`config.mk`:
```
export PLATFORM = sky130hd
export DESIGN_NAME = qclk_prescaler
export DESIGN_NICKNAME = d
export VERILOG_FILES = /design/src/rtl/qpre_pkg.sv /design/src/rtl/qpre_down_counter.sv /design/src/rtl/qpre_setting_reg.sv /design/src/rtl/qpre_phase_ctrl.sv /design/src/rtl/qclk_prescaler.sv
export SDC_FILE = /design/constraint.sdc
export NUM_CORES = 1
export LEC_CHECK = 0
export ABC_CLOCK_PERIOD_IN_PS = 1300
export CAP_MARGIN = 20
export CORE_MARGIN = 5
export CORE_UTILIZATION = 35
export DETAILED_ROUTE_END_ITERATION = 16
export DONT_BUFFER_PORTS = 1
export PLACE_DENSITY = 0.5
export SYNTH_ARGS = -nofsm -noshare
export SYNTH_HDL_FRONTEND = slang
export SYNTH_SLANG_ARGS = --single-unit
export TNS_END_PERCENT = 20
```
`constraint.sdc`:
```
create_clock -name clk -period 1.3 [get_ports clk]
set_input_delay 0.26 -clock clk [delete_from_list [all_inputs] [get_ports clk]]
set_output_delay 0.26 -clock clk [all_outputs]
set_load 0.005 [all_outputs]
```
`src/rtl/qpre_pkg.sv`:
```
package qpre_pkg;
  typedef enum logic {
    PH_LOW  = 1'b0,
    PH_HIGH = 1'b1
  } phase_e;
endpackage

```
`src/rtl/qpre_down_counter.sv`:
```
module qpre_down_counter #(
  parameter int W = 5
) (
  input  logic         clk,
  input  logic         rst,
  input  logic         load,
  input  logic [W-1:0] load_val,
  output logic [W-1:0] cnt,
  output logic         zero
);
  localparam logic [W-1:0] ONE = {{(W-1){1'b0}}, 1'b1};

  // Decrements every clock and wraps naturally from 0 to all ones.
  always_ff @(posedge clk) begin
    if (rst)       cnt <= '0;
    else if (load) cnt <= load_val;
    else           cnt <= cnt - ONE;
  end

  assign zero = (cnt == '0);


  load_value_chk: assert property (@(posedge clk) disable iff (rst)
    load |=> cnt == $past(load_val));
endmodule

```
`src/rtl/qpre_setting_reg.sv`:
```
module qpre_setting_reg #(
  parameter int LO_W = 3
) (
  input  logic            clk,
  input  logic            rst,
  input  logic            load,
  input  logic [LO_W-1:0] lo_in,
  output logic [LO_W-1:0] lo_q
);
  always_ff @(posedge clk) begin
    if (rst)       lo_q <= '0;
    else if (load) lo_q <= lo_in;
  end


  lo_hold_chk: assert property (@(posedge clk) disable iff (rst)
    !load |=> $stable(lo_q));
endmodule

```
`src/rtl/qpre_phase_ctrl.sv`:
```
module qpre_phase_ctrl
  import qpre_pkg::*;
(
  input  logic   clk,
  input  logic   rst,
  input  logic   zero,
  input  logic   lo_match,
  output logic   load,
  output phase_e phase,
  output logic   rise
);
  logic primed;

  // A load happens in the last low cycle, or in the first cycle after reset.
  assign load = (phase == PH_LOW) && (primed || lo_match);

  always_ff @(posedge clk) begin
    if (rst) begin
      phase  <= PH_LOW;
      primed <= 1'b1;
      rise   <= 1'b0;
    end else begin
      primed <= 1'b0;
      rise   <= load;
      if (load)                            phase <= PH_HIGH;
      else if (phase == PH_HIGH && zero)   phase <= PH_LOW;
    end
  end


  high_end_chk: assert property (@(posedge clk) disable iff (rst)
    (phase == PH_HIGH && zero) |=> phase == PH_LOW);


  low_end_chk: assert property (@(posedge clk) disable iff (rst)
    (phase == PH_LOW && lo_match && !primed) |=> (phase == PH_HIGH && rise));


  rise_edge_chk: assert property (@(posedge clk) disable iff (rst)
    rise |-> (phase == PH_HIGH && $past(phase) == PH_LOW));
endmodule

```
`src/rtl/qclk_prescaler.sv`:
```
module qclk_prescaler
  import qpre_pkg::*;
#(
  parameter int HI_W = 5,
  parameter int LO_W = 3
) (
  input  logic            clk,
  input  logic            rst,
  input  logic [HI_W-1:0] hi_len,
  input  logic [LO_W-1:0] lo_len,
  input  logic            legacy_add,
  output logic            clk_out,
  output logic            rise_stb
);
  logic [HI_W-1:0] cnt;
  logic [LO_W-1:0] lo_q;
  logic            zero;
  logic            load;
  logic            lo_match;
  phase_e          phase;
  logic            unused_legacy;

  // Kept only for pin compatibility.
  assign unused_legacy = legacy_add;

  qpre_down_counter #(.W(HI_W)) u_cnt (
    .clk(clk), .rst(rst), .load(load), .load_val(hi_len),
    .cnt(cnt), .zero(zero)
  );

  qpre_setting_reg #(.LO_W(LO_W)) u_lo (
    .clk(clk), .rst(rst), .load(load), .lo_in(lo_len), .lo_q(lo_q)
  );

  // The low phase ends on a ones'-complement match of the low bits.
  assign lo_match = (cnt[LO_W-1:0] == ~lo_q);

  qpre_phase_ctrl u_ctrl (
    .clk(clk), .rst(rst), .zero(zero), .lo_match(lo_match),
    .load(load), .phase(phase), .rise(rise_stb)
  );

  assign clk_out = (phase == PH_HIGH);


  reset_start_chk: assert property (@(posedge clk) disable iff (rst)
    $fell(rst) |=> (clk_out && rise_stb));


  strobe_rise_chk: assert property (@(posedge clk) disable iff (rst)
    $rose(clk_out) |-> rise_stb);
endmodule

```
# After elaboration in Yosys (flattened, before gate mapping)
# Cells that the tools add are included.
[totals]
regBits = 11
out_inout_bits = 2
word_cells = 18
input_bits = 11
[op_classes]
n_bitwise = 2
reduce_logical = 5
n_eq_ne = 1
add_sub_neg = 1
muxes = 4
[ops]
columns = ["operator", "n"]
rows = [
  ["5-bit zero test", 1],
  ["5-bit two-way mux", 1],
  ["5-bit by 1-bit subtractor with 5-bit output (second input constant)", 1],
  ["3-bit == test", 1],
  ["1-bit two-way mux", 3],
  ["3-bit inverter", 1],
  ["1-bit logical AND", 2],
  ["2-bit nonzero test", 1],
  ["1-bit logical OR", 1],
  ["1-bit inverter", 1],
]

# Longest topological paths before layout
# Gate-level depths: netlist of run 1.
[depth]
depth_word = 5
ltp_mapped = 5
mapped_depth_nobuf = 5

# Cells and area by module
# A second synthesis of run 1 with hierarchy kept.
[hier_totals]
cells_unflattened = 50
area_unflattened_um2 = 495.5
[by_module_without_submodules]
columns = ["module", "area_per_inst_um2", "cells_per_inst", "seq_area_each_um2", "n_inst"]
rows = [
  ["qpre_down_counter", 262.8, 29, 100.1, 1],
  ["qpre_setting_reg", 101.3, 9, 60.1, 1],
  ["qpre_phase_ctrl", 95.1, 8, 60.1, 1],
  ["qclk_prescaler", 36.3, 4, 0.0, 1],
]

# Least setup slack after synthesis of run 1
# No wires, ideal clock.
[synth_timing]
path_kind = "reg-to-reg"
start = "register u_cnt.cnt[2]"
end = "register u_cnt.cnt[1]"
slack_ns = 0.015
required_time_ns = 1.169
path_buffers = 1
setup_ns = 0.131
arrival_time_ns = 1.154
stages_incl_launch_ff = 6
synth_period_minus_slack_ns = 1.285
cell_sequence = "dfxtp_1 > xor2_1 > a41oi_2 > buf_6 > mux2i_1 > nor2_1"
[synth_via]
elab_chain_cells = 4
[synth_lines]
columns = ["element", "line_no", "source"]
rows = [
  ["from (decl)", "qpre_down_counter.sv:8", "output logic [W-1:0] cnt,"],
  ["from (signal assigned)", "qpre_down_counter.sv:16", "else if (load) cnt <= load_val;"],
  ["from (signal assigned)", "qpre_down_counter.sv:17", "else cnt <= cnt - ONE;"],
  ["3-bit == test", "qclk_prescaler.sv:36", "assign lo_match = (cnt[LO_W-1:0] == ~lo_q);"],
  ["1-bit logical OR", "qpre_phase_ctrl.sv:15", "assign load = (phase == PH_LOW) && (primed || lo_match);"],
  ["1-bit logical AND", "qpre_phase_ctrl.sv:15", ""],
  ["5-bit two-way mux", "qpre_down_counter.sv:16", ""],
]
# No other way between the ends.
# A chain may end at the register's enable or synchronous reset.

# Worst setup path after layout of run 1
[layout_timing]
start = "register u_cnt.cnt[0]"
end = "register u_cnt.cnt[0]"
[layout_via]
elab_chain_cells = 4
elab_cells_between_ends = 5
classes_between = "1 x add/sub; 1 x eq/ne; 1 x mux; 2 x reduce/logical"
[layout_lines]
columns = ["element", "line_no"]
rows = [
  ["branches (longest 3 deep; another with 5-bit by 1-bit subtractor with 5-bit output)", "n/a"],
  ["5-bit two-way mux (*)", "qpre_down_counter.sv:16"],
]
# Mark *: on every way between the ends.

==> impl.org, run 1 <==
** Outcome
- Outcome :: finished with violations
- The checks that failed: negative setup slack.

** Timing
- Setup repair after global routing could not meet its margin everywhere.
- FMAX :: 0.764 GHz
- Final cycle utilization of the critical path :: 101%
- Across all hold checks on the routed design, the worst slack comes to 0.0208 ns.
- The total count of max-transition violations in the final report came to 0.
- Final Hold Vio Count :: 0
- In the post-route analysis, the smallest setup slack over all paths is -0.00930 ns.
- Counting I/O delays and the setup requirement, the final critical path takes 1.31 ns.
- The worst pin sits at a relative slew slack of 83.7%.
- For the pin with the worst max-slew slack, the measured transition is 0.244 ns.
- Setup violations remaining at the end of the flow were counted as 3.
- Worst Clk Skew :: 0.00275 ns

** Yosys
- Avg Inst Size Synth :: 10.1 um2
- Unique masters post-synth :: 17
- Counting flops and latches in the post-synthesis netlist gives 11.
- Cells after Synth :: 49
- Sequential cells were found to cover 44.4% of the synthesized design area.
- Number of synthesis warnings :: 0
- Of all flip-flops after synthesis, the portion carrying an async set or reset was 0%.
- Cell Area, Synth :: 495 um2
- Ranked by total cell area, the synthesized netlist is headed by sky130_fd_sc_hd__dfxtp_1, sky130_fd_sc_hd__mux2i_1, sky130_fd_sc_hd__nor2_1, sky130_fd_sc_hd__a211oi_2, sky130_fd_sc_hd__xor2_1.
- Count of flip-flops with a built-in enable after synthesis :: 0
- After synthesis, the most frequently instantiated cells are sky130_fd_sc_hd__dfxtp_1, sky130_fd_sc_hd__nor2_1, sky130_fd_sc_hd__mux2i_1.
- Library cell occupying the most area in the post-synthesis netlist :: sky130_fd_sc_hd__dfxtp_1
- Proportion of netlist area held by the largest area contributor :: 44.4%
- The most used flip-flop cell after synthesis is sky130_fd_sc_hd__dfxtp_1.
- Net Count, Synth :: 61

** Power
- Internal cell power :: 0.000654 W
- Registers are responsible for 46.4% of the overall power.
- Share of power burned in combinational logic :: 28.9%
- In this run switching power makes up 29.8% of total power.
- Dividing total power by cell area gives a power density of 1440 mW/mm2.
- The share of total power dissipated in the clock network is 24.7%.
- Peak VDD IR :: 714 uV
- Leakage power figure :: 0.273 nW
- Switching pwr :: 0.000277 W

** Floorplanning
- Measured along the y axis, the die boundary spans 47.6 um.
- Once the floorplan was initialized, standard cells occupied 37.6% of the core.
- Width of the die :: 47.6 um
- The die covers 0.00227 mm2.
- Core Rows :: 13
- Pin placement for this block handled 13 I/O pins.
- Area inside the core boundary :: 0.00132 mm2

** Worst setup path
- At the worst endpoint, the arrival time is 1.46 ns.
- Critical path's largest stage delay :: 0.32 ns
- Traced cell by cell, the critical path runs through buf_6, xor2_2, a41oi_2, buf_6, mux2i_1, nor2_1.
- The worst setup path is of the reg -> reg kind.
- The critical path starts at u_cnt.cnt[0]$_SDFF_PP0_.
- Along the worst path, the maximum fanout reaches 6.
- Required time at the endpoint of the critical path :: 1.45 ns
- In this design, the critical path's most frequently occurring cell is sky130_fd_sc_hd__buf_6.
- The worst register-to-register path begins at u_cnt.cnt[0]$_SDFF_PP0_.
- Among all stages on the critical path, the largest delay is contributed by sky130_fd_sc_hd__dfxtp_2.
- Critical Path End Type :: flip-flop
- STA classifies the critical path startpoint as a flip-flop.

** Clock tree
- Number of buffers added to fix hold violations after cts :: 0
- Clock Latency Late Sink :: 0.26 ns
- Number of buffers inserted to repair setup after CTS :: 0
- Maximum number of buffers from clock root to sink :: 2
- Counting every sink on the clock net gives 11.
- The cell sitting at the root of the clock tree is a sky130_fd_sc_hd__clkbuf_4.
- Register clock-pin slew on the reported worst setup and hold paths :: 0.07 ns
- TritonCTS clock tree :: built
- CTS HTree Levels :: 1
- The number of clock buffers added by TritonCTS is 3.

** Global route
- Tot GR Track Use :: 9.72%
- The number of antenna violations at the first check in global routing came to 0.
- Total global routing overflow :: 0
- The first global-routing pass estimated 1540 um of wire.
- The number of global-route vias before repair was 371.
- Pin count of the biggest net entering global routing :: 12

** Final layout
- Once layout is complete, the utilization of the core stands at 49.0%.
- The area growth from synthesis to layout is 30.3%.
- After the flow finishes, the layout carries non-filler instances totaling 73.
- Fill cells in the final layout number 123.
- In the final layout, the share of cells above drive strength 1 is 39.7%.
- The repair_antennas step left the layout with diodes totalling 0.
- The final layout contains 71 nets.

** Drt
- WL per Instance :: 13.9 um
- DR vias :: 360
- The detailed router finished its first iteration with 4 violations.
- Antenna-violating nets left :: 0
- In the routed layout, each cell is associated on average with a via count of 4.93.
- Drt first pass iters :: 3
- In the routed design, unresolved DRC markers number 0.
- For this block, the routed nets add up to 1020 um of wire.

** Placement
- At the placement stage, the worst setup path has a slack of -0.0582 ns.
- Routability-driven placement finished with a final weighted congestion of 0.669.
- Count of buffers from port buffering :: 0
- After legalization and detailed placement, the total HPWL measured 737 um.
- Dpl cells :: 69

** Worst hold path
- Type of the most critical hold path :: in -> reg
- Source of the worst hold timing path :: rst

** Job
- Number of violations of the max-capacitance limit :: 0
## registers in the layout, indices dropped and copies added (netlist names)
| register | count |
|---|---|
| u_ctrl.rise | 1 |
| u_cnt.cnt | 5 |
| u_lo.lo_q | 3 |
| u_ctrl.primed | 1 |
| u_ctrl.phase | 1 |
## through the flow
stage / setup TNS, ns / total power, W / area, um2
2_1_floorplan: 0 / 0.000585 / 495
3_3_place_gp: -0.0674 / 0.000638 / 552
3_5_place_dp: -0.273 / 0.000650 / 552
4_1_cts: -0.0523 / 0.000902 / 614
5_1_grt: -0.432 / 0.000980 / 646
6_report: -0.0166 / 0.000931 / 646
## cells in the final DEF, fill, tap and decap left out, types with 2 or more instances in the layout
cell	n
sky130_fd_sc_hd__nor2_1	10
sky130_fd_sc_hd__dfxtp_1	8
sky130_fd_sc_hd__mux2i_1	5
sky130_fd_sc_hd__inv_1	4
sky130_fd_sc_hd__buf_4	4
sky130_fd_sc_hd__xor2_2	3
sky130_fd_sc_hd__a211oi_2	3
sky130_fd_sc_hd__clkbuf_4	3
sky130_fd_sc_hd__buf_6	3
sky130_fd_sc_hd__dfxtp_2	3
sky130_fd_sc_hd__xnor2_1	2
## routing by layer
layer	part of all wire (%)	wire length [um]	vias up	global-route usage (%)
met4	0	0	0	3.23
met3	4.7	48	0	2.63
met5	0	0	-	0
met2	57	580	7	17.9
met1	38	387	171	10.7
li1	-	-	182	-
## worst paths after layout
check / end / depth (start not counted) / slack (ns)
hold / removal: u_ctrl.primed$_DFF_P_ / 0 / 0.02
hold reg to reg: u_lo.lo_q[1]$_SDFFE_PP0P_ / 2 / 0.55
setup reg to reg: u_cnt.cnt[0]$_SDFF_PP0_ / 6 / -0.009
setup / recovery: u_cnt.cnt[0]$_SDFF_PP0_ / 6 / -0.009
## power groups by stage
stage | sequential [W] | clock, W | combinational, W
floorplan | 0.000416 | 0 | 0.000169
global placement | 0.000417 | 0 | 0.000221
detailed placement | 0.000420 | 0 | 0.000230
CTS | 0.000421 | 0.000233 | 0.000248
global route | 0.000435 | 0.000246 | 0.000300
finish | 0.000432 | 0.000230 | 0.000270
## worst max-delay path, delay by kind of cell, from the launching register on
kind / cells / cell delay (ns)
simple gates: 1 / 0.05
compound gates: 1 / 0.21
flops: 1 / 0.32
xor+xnor: 1 / 0.14
buf+inv: 2 / 0.29
mux: 1 / 0.18
## kinds of logic (layout without fill, tap and decap cells)
| kind of cell | count (synthesis) | after routing | synth area share [%] |
|---|---|---|---|
| xor gates and xnor gates | 5 | 5 | 8.84 |
| muxes | 5 | 5 | 10.1 |
| buffers and inverters | 6 | 15 | 6.06 |
| and+or+nand+nor | 14 | 14 | 12.4 |
| AOI/OAI and AO/OA | 7 | 7 | 15.7 |
| adders and majority gates | 1 | 1 | 2.52 |
| DFF | 11 | 11 | 44.4 |
## cell type report
class | count | area [um2] | area share, %
Multi-Input combinational cell | 32 | 298 | 46.1
Tap cell | 15 | 18.8 | 2.91
Clock buffer | 4 | 26.3 | 4.07
Sequential cell | 11 | 224 | 34.7
Inverter | 4 | 15.0 | 2.33
Timing Repair Buffer | 7 | 63.8 | 9.88
## what timing repair did
item | 4_1_cts | 5_1_grt
pin swaps | 2 | 5
cloned | 0 | 0
endpoints found under the setup margin | 9 | 9
resized for setup | 9 | 5
No activity file was read; power rests on OpenSTA's default activity.
==> run 2, diff against run 1 <==
Settings changed: ABC_CLOCK_PERIOD_IN_PS 1300 to 1500, PLACE_DENSITY 0.5 to default.
Clock period 1.3 ns to 1.5 ns, I/O delays scaled along.
==> impl.org, run 2 (same netlist as run 1, synthesis figures left out) <==
** Clock tree
- Maximum number of buffers from clock root to sink :: 2 (unchanged)
- The clock buffer count from CTS is 3 (unchanged).
- PostCTS Resize Cnt :: 0 (-9)
- CTS placed an instance of sky130_fd_sc_hd__clkbuf_4 at the clock tree root.
- The latest clock arrival within the worst-skew pair is 0.27 ns (about the same).
- TritonCTS clock tree :: built
- The clock slew seen by the registers of the worst setup and hold paths was 0.07 ns (about the same).
- CTS HTree Levels :: 1 (unchanged)
- The number of setup buffers added after CTS was 0 (unchanged).
- The clock net sink count is 11 (unchanged).
- The number of hold buffers added after cts was 0 (unchanged).

** Final layout
- Antenna diode instance count :: 0 (unchanged)
- Flip-flop count of the largest register after layout :: 5 (unchanged)
- The number of nets in the layout came to 66 (-7.0%).
- From synthesis to final layout, the design area changed by 9.09%.
- The fraction of final layout cells with drive strength greater than 1 was 17.0% (-23 points).
- Registers with the most flip-flops :: u_cnt.cnt (5), u_lo.lo_q (3)
- More flip-flops sit in one register than any other, and that register is u_cnt.cnt.
- The final core utilization is 41.0% (-8.0 points).
- The top cell types in the final layout, fill and taps aside, are sky130_fd_sc_hd__nor2_1, sky130_fd_sc_hd__dfxtp_1, sky130_fd_sc_hd__mux2i_1, sky130_fd_sc_hd__inv_1.

** Power
- Peak VDD IR :: 565 uV (-21%)
- Overall power of the completed layout :: 0.000720 W (-23%)
- Leakage power figure :: 0.235 nW (-14%)
- Power density over cell area :: 1330 mW/mm2 (-7.6%)

** Worst setup path
- Critical Path End Type :: flip-flop
- The setup path with the least slack is of type reg -> reg.
- The maximum single-stage delay on the critical path came to 0.41 ns (+0.09 ns).
- Cell breakdown of the critical path :: inv_1, ha_1, nor4b_1, nor2_1, a211oi_2
- Reg-to-Reg Start :: u_cnt.cnt[0]$_SDFF_PP0_
- STA classifies the critical path startpoint as a flip-flop.
- Arrival time of the worst setup path :: 1.59 ns (+0.13 ns)
- In this run the worst setup path begins at u_cnt.cnt[0]$_SDFF_PP0_.
- Cell family contributing the most delay on the critical path :: simple AND/OR/NAND/NOR gates
- Among all stages on the critical path, the largest delay is contributed by sky130_fd_sc_hd__nor4b_1.
- Highest net fanout along the worst path :: 3 (-3)
- Number of buffers and inverters on the critical path :: 1 (-1)
- The critical path required time came to 1.69 ns (+0.24 ns).

** Timing
- The count of endpoints failing setup in the final report came to 0 (-3).
- Setup_tns :: 0 ns (+0.0166 ns)
- Worst Clk Skew :: 0.00432 ns (+0.00157 ns)
- The total count of max-transition violations in the final report is 0 (unchanged).
- Setup repair after global routing missed its margin :: no
- Final cycle utilization of the critical path :: 92.8% (-7.9 points)
- The measured slew at the worst slew-check pin is 0.451 ns (+0.207 ns).
- FMAX :: 0.718 GHz (-6.0%)
- The worst slew margin relative to its limit was 69.5% (-14 points).
- The time the worst path needs with I/O delays and setup was 1.39 ns (+0.0831 ns).
- The number of failing hold endpoints at the final stage came to 0 (unchanged).
- Hold_ws :: 0.0595 ns (+0.0386 ns)

** Floorplanning
- Width of the die :: 47.6 um (unchanged)
- The floorplan die area came to 0.00227 mm2 (unchanged).
- Core Rows :: 13 (unchanged)
- The number of primary I/O pins is 13 (unchanged).
- Vert. Die Dim :: 47.6 um (unchanged)
- Starting utilization of the core area :: 37.6% (unchanged)
- The core area is 0.00132 mm2 (unchanged).

** Global route
- Antenna violations before repair :: 0 (unchanged)
- Pin count of the biggest net entering global routing :: 12 (unchanged)
- The residual overflow from global routing is 0 (unchanged).
- Tot GR Track Use :: 9.78% (+0.062 points)
- The first-pass GRT wire length was 1450 um (-5.8%).
- Vias in the first global route :: 347 (-6.5%)

** Drt
- DRC viols :: 0 (unchanged)
- Initial detailed-routing violation count :: 0 (-4)
- The detailed-route wire length per cell came to 12.1 um (-13%).
- Drt first pass iters :: 1 (-2)
- The per-cell via count in the routed design was 4.97 (+0.79%).
- Antenna-violating nets left :: 0 (unchanged)
- DR vias :: 338 (-6.1%)
- Wire length reported by the detailed router :: 824 um (-19%)

** Worst hold path
- The startpoint identified for the worst hold timing path is rst.
- In this run the worst hold path is classified as in -> reg.

** Placement
- The count of input and output buffers came to 0 (unchanged).
- The weighted congestion at the end of routability-driven global placement is 0.679 (+1.6%).

** Outcome
- Outcome :: finished clean

** Job
- The max-capacitance violation count came to 0 (unchanged).
-- run 2: per-stage QoR --
step / area, um2 / setup WS [ns] / cells
final: 541 / 0.108 / 68
after CTS: 541 / 0.0911 / 68
after floorplan: 495 / 0.215 / 49
after global placement: 514 / 0.134 / 64
after global routing: 541 / 0.000522 / 68
after detailed placement: 514 / 0.105 / 64
-- run 2: cell type report --
class / count / area, um2
Clock buffer: 4 / 26.3
Inverter: 4 / 15.0
Timing Repair Buffer: 2 / 15.0
Fill cell: 141 / 777
Sequential cell: 11 / 220
Tap cell: 15 / 18.8
Multi-Input combinational cell: 32 / 245
-- run 2: path summary, 6_finish.rpt --
path / endpoint / slack [ns] / depth (start not counted)
max reg2reg: u_cnt.cnt[4]$_SDFF_PP0_ / 0.11 / 5
max: u_cnt.cnt[4]$_SDFF_PP0_ / 0.11 / 5
min reg2reg: u_lo.lo_q[1]$_SDFFE_PP0P_ / 0.52 / 2
min: u_ctrl.primed$_DFF_P_ / 0.06 / 0
-- run 2: where the power goes --
group / leakage, nW / internal (W) / switching, W
Clock: 0.0150 / 0.000103 / 0.0000953
Combinational: 0.129 / 0.0000830 / 0.0000774
Sequential: 0.0915 / 0.000329 / 0.0000329
-- run 2: layer usage --
layer	track usage, %	up-vias	part of all wire [%]
li1	-	174	-
met1	9.93	151	40
met2	15.0	9	50
met3	3.76	4	5.6
met4	9.68	0	4.1
met5	0	-	0
-- run 2: worst reg2reg max path: stages (launching register included) --
cell,delay [ns]
sky130_fd_sc_hd__dfxtp_1,0.33
sky130_fd_sc_hd__inv_1,0.08
sky130_fd_sc_hd__ha_1,0.20
sky130_fd_sc_hd__nor4b_1,0.41
sky130_fd_sc_hd__nor2_1,0.09
sky130_fd_sc_hd__a211oi_2,0.21
==> run 3, diff against run 2 <==
Settings changed: ABC_CLOCK_PERIOD_IN_PS 1500 to 1200.
Clock period 1.5 ns to 1.2 ns, I/O delays scaled along.
==> impl.org, run 3 (same netlist as run 1, synthesis figures left out) <==
** Global route
- Total global routing overflow :: 0 (unchanged)
- Antenna violations before repair :: 0 (unchanged)
- The number of global-route vias before repair came to 391 (+13%).
- Tot GR Track Use :: 11.3% (+1.5 points)
- The first-pass GRT wire length is 1730 um (+19%).
- The maximum number of pins on one net before global-route repair was 12 (unchanged).

** Placement
- The weighted congestion at the end of routability-driven global placement was 0.674 (-0.78%).
- The count of input and output buffers came to 0 (unchanged).
- The HPWL after detailed placement is 724 um.

** Outcome
- Outcome :: finished with violations
- Violated checks :: negative setup slack

** Final layout
- Flip-flop count of the largest register after layout :: 5 (unchanged)
- Highest-count cells in the layout ignoring fill and taps :: sky130_fd_sc_hd__nor2_1, sky130_fd_sc_hd__buf_4, sky130_fd_sc_hd__dfxtp_1, sky130_fd_sc_hd__mux2i_1, sky130_fd_sc_hd__a211oi_2
- The number of nets in the layout is 77 (+17%).
- Share of layout cells above drive strength 1 :: 42.2% (+25 points)
- Reg with most FFs :: u_cnt.cnt
- The final core utilization is 51.8% (+11 points).
- Antenna diode instance count :: 0 (unchanged)
- Registers with the most flip-flops :: u_cnt.cnt (5), u_lo.lo_q (3)
- From synthesis to final layout, the design area changed by 37.6%.

** Timing
- Fin crit period :: 1.27 ns (-0.118 ns)
- FMAX :: 0.785 GHz (+9.3%)
- Final cycle utilization of the critical path :: 106% (+13 points)
- The final worst setup slack was -0.0741 ns (-0.182 ns).
- The setup skew after layout came to 0.000624 ns (-0.00369 ns).
- The total count of max-transition violations in the final report came to 0 (unchanged).
- Tightest Pin Transition :: 0.277 ns (-0.174 ns)
- The worst hold slack after final layout was 0.0338 ns (-0.0257 ns).
- Final Hold Vio Count :: 0 (unchanged)
- Setup violation total in the final timing report :: 8 (+8)
- The worst slew margin relative to its limit came to 81.4% (+12 points).
- Setup repair after global routing could not meet its margin everywhere.

** Worst setup path
- The cell family contributing the most delay on the critical path is flip-flops.
- Worst-case reg-to-reg path depth :: 5 (unchanged)
- The critical path arrival was 1.43 ns (-0.16 ns).
- The maximum single-stage delay on the critical path is 0.33 ns (-0.08 ns).
- The number of stages on the worst setup path is 5 (unchanged).
- Critical-path top delay cell :: sky130_fd_sc_hd__dfxtp_1
- The count of buffering cells on the critical path with inverters included is 1 (unchanged).
- Highest net fanout along the worst path :: 10 (+7)
- Setup CP Type :: reg -> reg
- Walking the worst path, the cells encountered are xor2_1, a41oi_2, buf_12, mux2i_1, nor2_1.
- STA classifies the critical path endpoint as a flip-flop.
- Required time at the endpoint of the critical path :: 1.35 ns (-0.34 ns)
- STA classifies the critical path startpoint as a flip-flop.

** Drt
- The detailed-route wire length per cell came to 12.6 um (+4.1%).
- The final wirelength is 997 um (+21%).
- The overall via count from detail_route is 375 (+11%).
- Detailed-routed wire length on met3 :: 23 um (-50%)
- The number of violations reported at the end of detailed-routing iteration 0 came to 1 (+1).
- The routed length on met1 came to 413 um (+25%).
- The length of the first detailed-routing pass in iterations came to 3 (+2).
- The routed wire length on met2 came to 552 um (+34%).
- The highest metal layer carrying signal wires in the routed design is met4.
- Antenna-violating nets left :: 0 (unchanged)
- DRC viols :: 0 (unchanged)
- The per-cell via count in the routed design is 4.75 (-4.5%).

** Floorplanning
- Vert. Die Dim :: 47.6 um (unchanged)
- The number of primary I/O pins is 13 (unchanged).
- Area inside the core boundary :: 0.00132 mm2 (unchanged)
- The floorplan die area was 0.00227 mm2 (unchanged).
- Width of the die :: 47.6 um (unchanged)
- Starting utilization of the core area :: 37.6% (unchanged)
- The site row count is 13 (unchanged).

** Clock tree
- The CTS H-tree depth was 1 (unchanged).
- The clock slew seen by the registers of the worst setup and hold paths is 0.07 ns (about the same).
- Clock sinks :: 11 (unchanged)
- Clock tree synthesis selected as its root buffer the cell sky130_fd_sc_hd__clkbuf_4.
- The maximum root-to-sink buffer count was 2 (unchanged).
- The clock buffer count from CTS is 3 (unchanged).
- TritonCTS built the clock tree.
- Clock Latency Late Sink :: 0.26 ns (about the same)

** Worst hold path
- Type of the most critical hold path :: in -> reg
- The number of instances on the worst hold path came to 1 (+1).

** Power
- Leakage power figure :: 0.304 nW (+29%)
- The power per cell area is 1520 mW/mm2 (+14%).
- The peak supply drop came to 748 uV (+32%).

** Job
- Number of violations of the max-capacitance limit :: 0 (unchanged)
[run 3: through the flow]
stage | worst slack, ns | power (W) | cell area, um2 | instances | TNS (ns)
final | -0.0741 | 0.00103 | 682 | 79 | -0.462
after CTS | -0.0816 | 0.00103 | 667 | 79 | -0.506
after floorplan | -0.0815 | 0.000634 | 495 | 49 | -0.370
after detailed placement | -0.152 | 0.000745 | 602 | 74 | -0.783
after global routing | -0.171 | 0.00111 | 682 | 79 | -1.12
after global placement | -0.0929 | 0.000736 | 602 | 74 | -0.599
[run 3: repair_timing]
action / in CTS / in global routing
pin swaps: 1 / 2
hold buffers: 1 / 0
gates resized for setup: 7 / 3
gates cloned: 0 / 0
endpoints found under the hold margin: 1 / 0
setup buffers: 0 / 0
endpoints found under the setup margin: 9 / 9
[run 3: final timing paths]
check                                 start                         to  slack (ns)
setup reg to reg  u_lo.lo_q[0]$_SDFFE_PP0P_  u_lo.lo_q[1]$_SDFFE_PP0P_       -0.07
hold reg to reg   u_lo.lo_q[2]$_SDFFE_PP0P_  u_lo.lo_q[2]$_SDFFE_PP0P_        0.56
setup / recovery  u_lo.lo_q[0]$_SDFFE_PP0P_  u_lo.lo_q[1]$_SDFFE_PP0P_       -0.07
hold / removal                          rst  u_ctrl.phase$_SDFFE_PP0P_        0.03
[run 3: layer usage]
metal	vias to the layer above	track usage, %
met3	2	3.76
met2	6	19.3
met1	173	12.2
met4	0	6.45
li1	194	-
met5	-	0
[run 3: area by class of cell]
class,instances,area [um2]
fillers,126,636
repair buffers,13,113
flip-flops and latches,11,224
clock buffers,4,26.3
multi-input cells,32,285
well taps,15,18.8
inverters,4,15.0
[run 3: power breakdown]
part | internal (W) | switching (W) | leakage (nW)
sequential | 0.000414 | 0.0000437 | 0.0923
clock | 0.000128 | 0.000117 | 0.0150
combinational | 0.000193 | 0.000139 | 0.197
